--- src/rtl/tw_port_pkg.sv ---
package tw_port_pkg;
   localparam int ADDR_W      = 7;
   localparam int DATA_W      = 8;
   localparam int FRAME_BITS  = 1 + ADDR_W + DATA_W;
   localparam int HDR_LAST    = ADDR_W;          // index of last header rise
   localparam int FRAME_LAST  = FRAME_BITS - 1;  // index of last frame rise
   localparam int CNT_W       = $clog2(FRAME_BITS);
   localparam int CFG_RST_BIT = 7;
   localparam int CFG_PD_BIT  = 6;
   localparam logic [DATA_W-1:0] CFG_KEEP_MASK = 8'h61;
endpackage

--- src/rtl/tw_sck_edge.sv ---
module tw_sck_edge #(
   parameter int STAGES = 2
)(
   input  logic clk,
   input  logic rst_n,
   input  logic sck_i,
   output logic rise_o,
   output logic fall_o
);
   generate
      if (STAGES < 2) begin : g_bad_stages
         $error("tw_sck_edge: STAGES must be at least 2");
      end
   endgenerate

   logic [STAGES:0] pipe_q;

   always_ff @(posedge clk or negedge rst_n) begin
      if (!rst_n) pipe_q <= '1;
      else        pipe_q <= {pipe_q[STAGES-1:0], sck_i};
   end

   assign rise_o =  pipe_q[STAGES-1] & ~pipe_q[STAGES];
   assign fall_o = ~pipe_q[STAGES-1] &  pipe_q[STAGES];
endmodule

--- src/rtl/tw_watchdog.sv ---
module tw_watchdog #(
   parameter int unsigned LIMIT = 1000,
   parameter int          CW    = 10
)(
   input  logic          clk,
   input  logic          rst_n,
   input  logic          clear_i,
   input  logic          run_i,
   output logic          expire_o,
   output logic [CW-1:0] count_o
);
   generate
      if (LIMIT == 0) begin : g_off
         assign expire_o = 1'b0;
         assign count_o  = '0;
      end else begin : g_on
         if (CW < $clog2(LIMIT + 1)) begin : g_bad_cw
            $error("tw_watchdog: CW too narrow for LIMIT");
         end
         logic [CW-1:0] cnt_q;
         assign expire_o = run_i && !clear_i && (cnt_q == CW'(LIMIT - 1));
         always_ff @(posedge clk or negedge rst_n) begin
            if (!rst_n)        cnt_q <= '0;
            else if (clear_i)  cnt_q <= '0;
            else if (expire_o) cnt_q <= '0;
            else if (run_i)    cnt_q <= cnt_q + 1'b1;
         end
         assign count_o = cnt_q;
      end
   endgenerate
endmodule

--- src/rtl/tw_cfg_regs.sv ---
module tw_cfg_regs import tw_port_pkg::*; #(
   parameter logic [2:0] PRODUCT_ID = 3'b010
)(
   input  logic              clk,
   input  logic              rst_n,
   input  logic              wr_i,
   input  logic [DATA_W-1:0] wdata_i,
   input  logic              awake_i,
   output logic [DATA_W-1:0] cfg_o,
   output logic [DATA_W-1:0] status_o,
   output logic              soft_rst_o
);
   logic [DATA_W-1:0] cfg_q;
   logic              pulse_q;
   logic              pd;

   assign pd = cfg_q[CFG_PD_BIT];

   always_ff @(posedge clk or negedge rst_n) begin
      if (!rst_n) begin
         cfg_q   <= '0;
         pulse_q <= 1'b0;
      end else begin
         pulse_q <= 1'b0;
         if (wr_i) begin
            if (pd) begin
               cfg_q[CFG_PD_BIT] <= wdata_i[CFG_PD_BIT];
            end else begin
               cfg_q   <= wdata_i & CFG_KEEP_MASK;
               pulse_q <= wdata_i[CFG_RST_BIT];
            end
         end
      end
   end

   assign cfg_o      = cfg_q;
   assign status_o   = {PRODUCT_ID, 4'b0000, awake_i};
   assign soft_rst_o = pulse_q;
endmodule

--- src/rtl/tw_regport.sv ---
module tw_regport import tw_port_pkg::*; #(
   parameter int unsigned TIMEOUT_CYC = 2_160_000,
   parameter int          SYNC_STAGES = 2,
   parameter logic [6:0]  BASE_ADDR   = 7'h40,
   parameter int          NUM_REGS    = 12,
   parameter logic [2:0]  PRODUCT_ID  = 3'b010
)(
   input  logic              clk,
   input  logic              rst_n,
   input  logic              sck,
   input  logic              sdio_in,
   output logic              sdio_out,
   output logic              sdio_oe,
   input  logic              awake_i,
   output logic              pwr_down_o,
   output logic              led_shutter_o,
   output logic              stay_awake_o,
   output logic              soft_rst_o,
   output logic              ext_rd_o,
   output logic              ext_wr_o,
   output logic [ADDR_W-1:0] ext_addr_o,
   output logic [DATA_W-1:0] ext_wdata_o,
   input  logic [DATA_W-1:0] ext_rdata_i
);
   localparam int WD_W   = (TIMEOUT_CYC > 1) ? $clog2(TIMEOUT_CYC + 1) : 1;
   localparam int EXT_LO = int'(BASE_ADDR) + 2;
   localparam int EXT_HI = int'(BASE_ADDR) + NUM_REGS - 1;

   generate
      if (NUM_REGS < 2) begin : g_bad_num
         $error("tw_regport: NUM_REGS must cover the two local registers");
      end
      if (int'(BASE_ADDR) + NUM_REGS > 128) begin : g_bad_range
         $error("tw_regport: register window exceeds the address space");
      end
   endgenerate

   logic              sck_rise, sck_fall;
   logic [CNT_W-1:0]  bit_cnt_q;
   logic [DATA_W-1:0] hdr_q, wbyte_q, obyte_q;
   logic              active_q, oe_q, hold_q;
   logic              wd_clear, wd_run, wd_expire;
   logic [WD_W-1:0]   wd_count;
   logic [DATA_W-1:0] hdr_full, wdata_full, cfg_val, status_val, rd_val;
   logic [ADDR_W-1:0] cur_addr;
   logic              cur_read, hdr_done, frame_done;
   logic              cfg_hit, stat_hit, ext_hit, rd_go, wr_go;

   tw_sck_edge #(.STAGES(SYNC_STAGES)) edge_i (
      .clk(clk), .rst_n(rst_n), .sck_i(sck), .rise_o(sck_rise), .fall_o(sck_fall));

   assign hdr_full   = {hdr_q[DATA_W-2:0], sdio_in};
   assign wdata_full = {wbyte_q[DATA_W-2:0], sdio_in};
   assign hdr_done   = sck_rise && (bit_cnt_q == CNT_W'(HDR_LAST));
   assign frame_done = sck_rise && (bit_cnt_q == CNT_W'(FRAME_LAST));
   assign cur_addr   = hdr_done ? hdr_full[ADDR_W-1:0] : hdr_q[ADDR_W-1:0];
   assign cur_read   = hdr_done ? ~hdr_full[DATA_W-1] : ~hdr_q[DATA_W-1];

   assign cfg_hit  = (cur_addr == BASE_ADDR);
   assign stat_hit = (cur_addr == BASE_ADDR + 7'd1);
   assign ext_hit  = (int'(cur_addr) >= EXT_LO) && (int'(cur_addr) <= EXT_HI);

   assign rd_go = hdr_done && cur_read && !pwr_down_o && !wd_expire;
   assign wr_go = frame_done && !cur_read && !wd_expire;

   // watchdog: restarted by any edge while no bit has been taken
   assign wd_clear = (sck_rise || sck_fall) && (bit_cnt_q == '0);
   assign wd_run   = active_q && !pwr_down_o;

   tw_watchdog #(.LIMIT(TIMEOUT_CYC), .CW(WD_W)) wd_i (
      .clk(clk), .rst_n(rst_n), .clear_i(wd_clear), .run_i(wd_run),
      .expire_o(wd_expire), .count_o(wd_count));

   tw_cfg_regs #(.PRODUCT_ID(PRODUCT_ID)) cfg_i (
      .clk(clk), .rst_n(rst_n), .wr_i(wr_go && cfg_hit), .wdata_i(wdata_full),
      .awake_i(awake_i), .cfg_o(cfg_val), .status_o(status_val), .soft_rst_o(soft_rst_o));

   always_comb begin
      rd_val = '0;
      if (cfg_hit)       rd_val = cfg_val;
      else if (stat_hit) rd_val = status_val;
      else if (ext_hit)  rd_val = ext_rdata_i;
   end

   // frame position and shift registers
   always_ff @(posedge clk or negedge rst_n) begin
      if (!rst_n) begin
         bit_cnt_q <= '0;
         active_q  <= 1'b0;
         hdr_q     <= '0;
         wbyte_q   <= '0;
      end else if (wd_expire) begin
         bit_cnt_q <= '0;
         active_q  <= 1'b0;
      end else begin
         if (frame_done)    active_q <= 1'b0;
         else if (wd_clear) active_q <= 1'b1;
         if (sck_rise) begin
            bit_cnt_q <= frame_done ? '0 : bit_cnt_q + 1'b1;
            if (bit_cnt_q <= CNT_W'(HDR_LAST)) hdr_q   <= hdr_full;
            else                               wbyte_q <= wdata_full;
         end
      end
   end

   // line direction and read shifter
   always_ff @(posedge clk or negedge rst_n) begin
      if (!rst_n) begin
         oe_q    <= 1'b0;
         hold_q  <= 1'b0;
         obyte_q <= '0;
      end else if (wd_expire) begin
         oe_q   <= 1'b0;
         hold_q <= 1'b0;
      end else if (rd_go) begin
         oe_q    <= 1'b1;
         hold_q  <= 1'b0;
         obyte_q <= rd_val;
      end else if (frame_done && oe_q) begin
         hold_q <= 1'b1;
      end else if (sck_fall && oe_q) begin
         if (hold_q) begin
            oe_q   <= 1'b0;
            hold_q <= 1'b0;
         end else if (bit_cnt_q >= CNT_W'(HDR_LAST + 2)) begin
            obyte_q <= {obyte_q[DATA_W-2:0], 1'b0};
         end
      end
   end

   assign sdio_out      = obyte_q[DATA_W-1];
   assign sdio_oe       = oe_q;
   assign pwr_down_o    = cfg_val[CFG_PD_BIT];
   assign led_shutter_o = cfg_val[5];
   assign stay_awake_o  = cfg_val[0];
   assign ext_rd_o      = rd_go && ext_hit;
   assign ext_wr_o      = wr_go && ext_hit;
   assign ext_addr_o    = cur_addr;
   assign ext_wdata_o   = wdata_full;
endmodule

--- config.mk ---
export PLATFORM = sky130hd
export DESIGN_NAME = tw_regport
export DESIGN_NICKNAME = d
export VERILOG_FILES = /design/src/rtl/tw_port_pkg.sv /design/src/rtl/tw_sck_edge.sv /design/src/rtl/tw_watchdog.sv /design/src/rtl/tw_cfg_regs.sv /design/src/rtl/tw_regport.sv
export SDC_FILE = /design/constraint.sdc
export NUM_CORES = 1
export LEC_CHECK = 0
export BUFFER_PORTS_ARGS = -buffer_cell sky130_fd_sc_hd__buf_2
export CAP_MARGIN = 20
export CORE_MARGIN = 1
export CORE_UTILIZATION = 30
export DETAILED_ROUTE_END_ITERATION = 7
export GPL_TIMING_DRIVEN = 1
export HOLD_SLACK_MARGIN = 0.03
export PLACE_DENSITY = 0.58
export SLEW_MARGIN = 20
export SYNTH_ARGS = -nofsm -noshare
export SYNTH_HDL_FRONTEND = slang
export SYNTH_SLANG_ARGS = --single-unit
export TNS_END_PERCENT = 50
--- constraint.sdc ---
create_clock -name clk -period 4.55 [get_ports clk]
set_clock_uncertainty 0.1 [all_clocks]
set_input_delay 0.455 -clock clk [delete_from_list [all_inputs] [get_ports clk]]
set_output_delay 0.455 -clock clk [all_outputs]
set_load 0.01 [all_outputs]
==> flow_summary.toml <==
[status]
outcome = "finished clean"

[floorplanning]
start_util_pct = 30.7
num_io_pins = 36
fp.dieW_um = 105
core_area_sq_um = 10300
fp-row-count = 37
die_area_sq_um = 10900
die_y_um = 105

[sta]
rsz0062_at_grt = "no"
drv_slew = 0
tns_ns = 0
hold_viol = 0
setup_ws_ns = 0.840
min_period_ns = 3.71
setup_violations = 0
max_slew.worst_pin.slew_ns = 0.714
slew_headroom_pct = 52.0
period_share_pct = 81.5
fmax_mhz = 270

[synth]
yosysTopAreaCell = "dfrtp_1"
synthDistinctLibCells = 45
syn_inst = 323
syn-num-nets = 343
yosys-top-cells-count = "dfrtp_1 (56), nand2_1 (52), nor2_1 (38)"
synth.cell_area_sq_um = 3160
async_flop_share_pct = 100
synth.yosys.warnings = 0
yosysSeqAreaShare_pct = 46.9
synth_most_common_cell = "dfrtp_1"
ys_ff_latch = 59
synthFlopType = "dfrtp_1"
synth_area_leaders = "dfrtp_1 (44%), nand2_1 (6.2%), mux2_2 (6.1%)"
synth_edf_count = 0
synth_top_area_share_pct = 44.4
syn_avg_cell_area_sq_um = 9.77

[power]
switching_share_pct = 33.0
power_frac_seq_pct = 42.9
ir_drop_v = 0.000251
power_frac_comb_pct = 26.7
p_switching_uw = 629
p_per_area_nw_per_um2 = 518
cellLeakagePower_nw = 1.66
fin_total_pwr_mw = 1.91
pwr-share-clk_pct = 30.4
p_int_mw = 1.28

[clock_network]
numCtsBuffers = 9
postCtsResizedCells = 0
cts_sinks = 59
cts-root-buf = "clkbuf_8"
h-tree-depth = 3
path_clk_slew_ns = 0.06
ctsLongestPathBuffers = 2
clk-insertion-delay-late_ns = 0.33
cts_tree = "yes"

[final_layout]
num_antenna_cells = 0
drive_above_1_share_pct = 22.0
fin_cells = 495
fillers = 1106
nNetsFinal = 374
syn_to_final_growth_pct = 16.5

[setup_path]
arrival_ns = 3.16
end_kind = "output pin"
worstPathRequired_ns = 3.99
start_kind = "flip-flop"
rr_worst_depth = 6
criticalPathCategory = "flip-flop to output pin"
cp_max_fo = 12

[detailed_routing]
first_pass_iters = 4
drc = 0
drt_iter0_markers = 149
wire_per_inst_um = 13.2
vias_per_cell = 4.85
routed_wl_mm = 6.52
vias = 2401
drtAntennaViolNets = 0

[grt]
grt_antenna_before_repair = 0
grt_pass1_wl_mm = 11.5
grt_usage_pct = 13.1
gr-total-overflow = 0
grt_max_degree = 47
first_global_vias = 2371

[place]
place_congestion = 0.834
dp_slack_ns = 1.21
io_buffer_count = 35
placed_cells = 478
post-dp-hpwl_mm = 4.52

[run]
drv_cap = 0

[hold_path]
worstHoldPathCells = 1
hold_class = "input pin to flip-flop"
critical path: stages, from the launching register on:
cell       delay, ns
dfstp_2         0.54
ha_1            0.32
nand4b_1        0.47
mux2_2          0.47
a2111oi_2       0.36
nor3b_2         0.45
buf_2           0.21
power by group through the flow:
stage / logic, mW / registers [mW] / clock network [mW]
after global routing: 0.581 / 0.843 / 0.621
after CTS: 0.516 / 0.815 / 0.600
after detailed placement: 0.513 / 0.825 / 0
final: 0.509 / 0.817 / 0.580
after floorplan: 0.404 / 0.771 / 0
after global placement: 0.503 / 0.821 / 0
worst paths after layout:
| kind | from | end | slack, ns |
|---|---|---|---|
| setup / recovery | edge_i.pipe_q[1] | ext_rd_o | 0.84 |
| hold / removal | sck | edge_i.pipe_q[0] | 0.12 |
| setup reg to reg | edge_i.pipe_q[1] | obyte_q[4] | 1.55 |
| hold reg to reg | edge_i.pipe_q[0] | edge_i.pipe_q[1] | 0.26 |
| max in group asynchronous | rst_n | obyte_q[4] | 3.03 |
| min in group asynchronous | rst_n | wd_i.count_o[10] | 0.44 |
placed cells by master, fill, tap and decap left out, types with 9 or more instances in the layout:
master and instances:
nor2_1 38, dfrtp_1 56, xor2_1 10, inv_1 12
a21oi_1 9, nor3_1 9, buf_2 35, clkbuf_8 10
xnor2_1 12, mux2_2 17, nand2_1 52
flip-flops by register name, summed over array words and instances, names as in the netlist:
signal / flops
wd_i.count_o: 22
hdr_q: 8
obyte_q: 8
wbyte_q: 7
bit_cnt_q: 4
cfg_i.cfg_o: 3
edge_i.pipe_q: 3
active_q: 1
cfg_i.soft_rst_o: 1
hold_q: 1
sdio_oe: 1
metrics by stage:
stage | hold slack (ns) | utilization [%] | instance area, sq um
after floorplan | 0.0594 | - | 3160
after global placement | 0.255 | 33.3 | 3430
after detailed placement | 0.253 | 33.3 | 3430
after CTS | 0.103 | 35.8 | 3680
after global routing | 0.105 | 35.8 | 3680
final | 0.123 | 35.8 | 3680
logic make-up after synthesis:
family	Yosys count	share of synthesized area (%)
buffers and inverters	29	4.08
DFF	59	46.9
muxes	22	7.97
AOI/OAI and AO/OA	27	6.46
xor gates and xnor gates	22	6.10
adders and majority gates	7	2.77
and+or+nand+nor	157	25.7
timing repair:
action                    4_1_cts  5_1_grt
hold buffers                    1        0
hold endpoints to repair       13        0
setup buffers                   0        0
per-layer routing:
metal | GRT usage, % | vias to the layer above | wire length (um)
met1 | 18.2 | 1173 | 3330
met2 | 19.3 | 32 | 2870
met5 | 0 | - | 0
met4 | 5.73 | 0 | 116
li1 | - | 1187 | -
met3 | 3.12 | 9 | 203
area by class of cell:
| cell class | count | area (sq um) | share of cell area, % |
|---|---|---|---|
| Clock inverter | 5 | 100 | 2.72 |
| Clock buffer | 11 | 141 | 3.84 |
| Multi-Input combinational cell | 235 | 1550 | 42.1 |
| Inverter | 12 | 45.0 | 1.22 |
| Timing Repair Buffer | 37 | 193 | 5.24 |
| Tap cell | 136 | 170 | 4.63 |
| Sequential cell | 59 | 1480 | 40.3 |
Note: power is estimated with default switching activity, not from simulation.
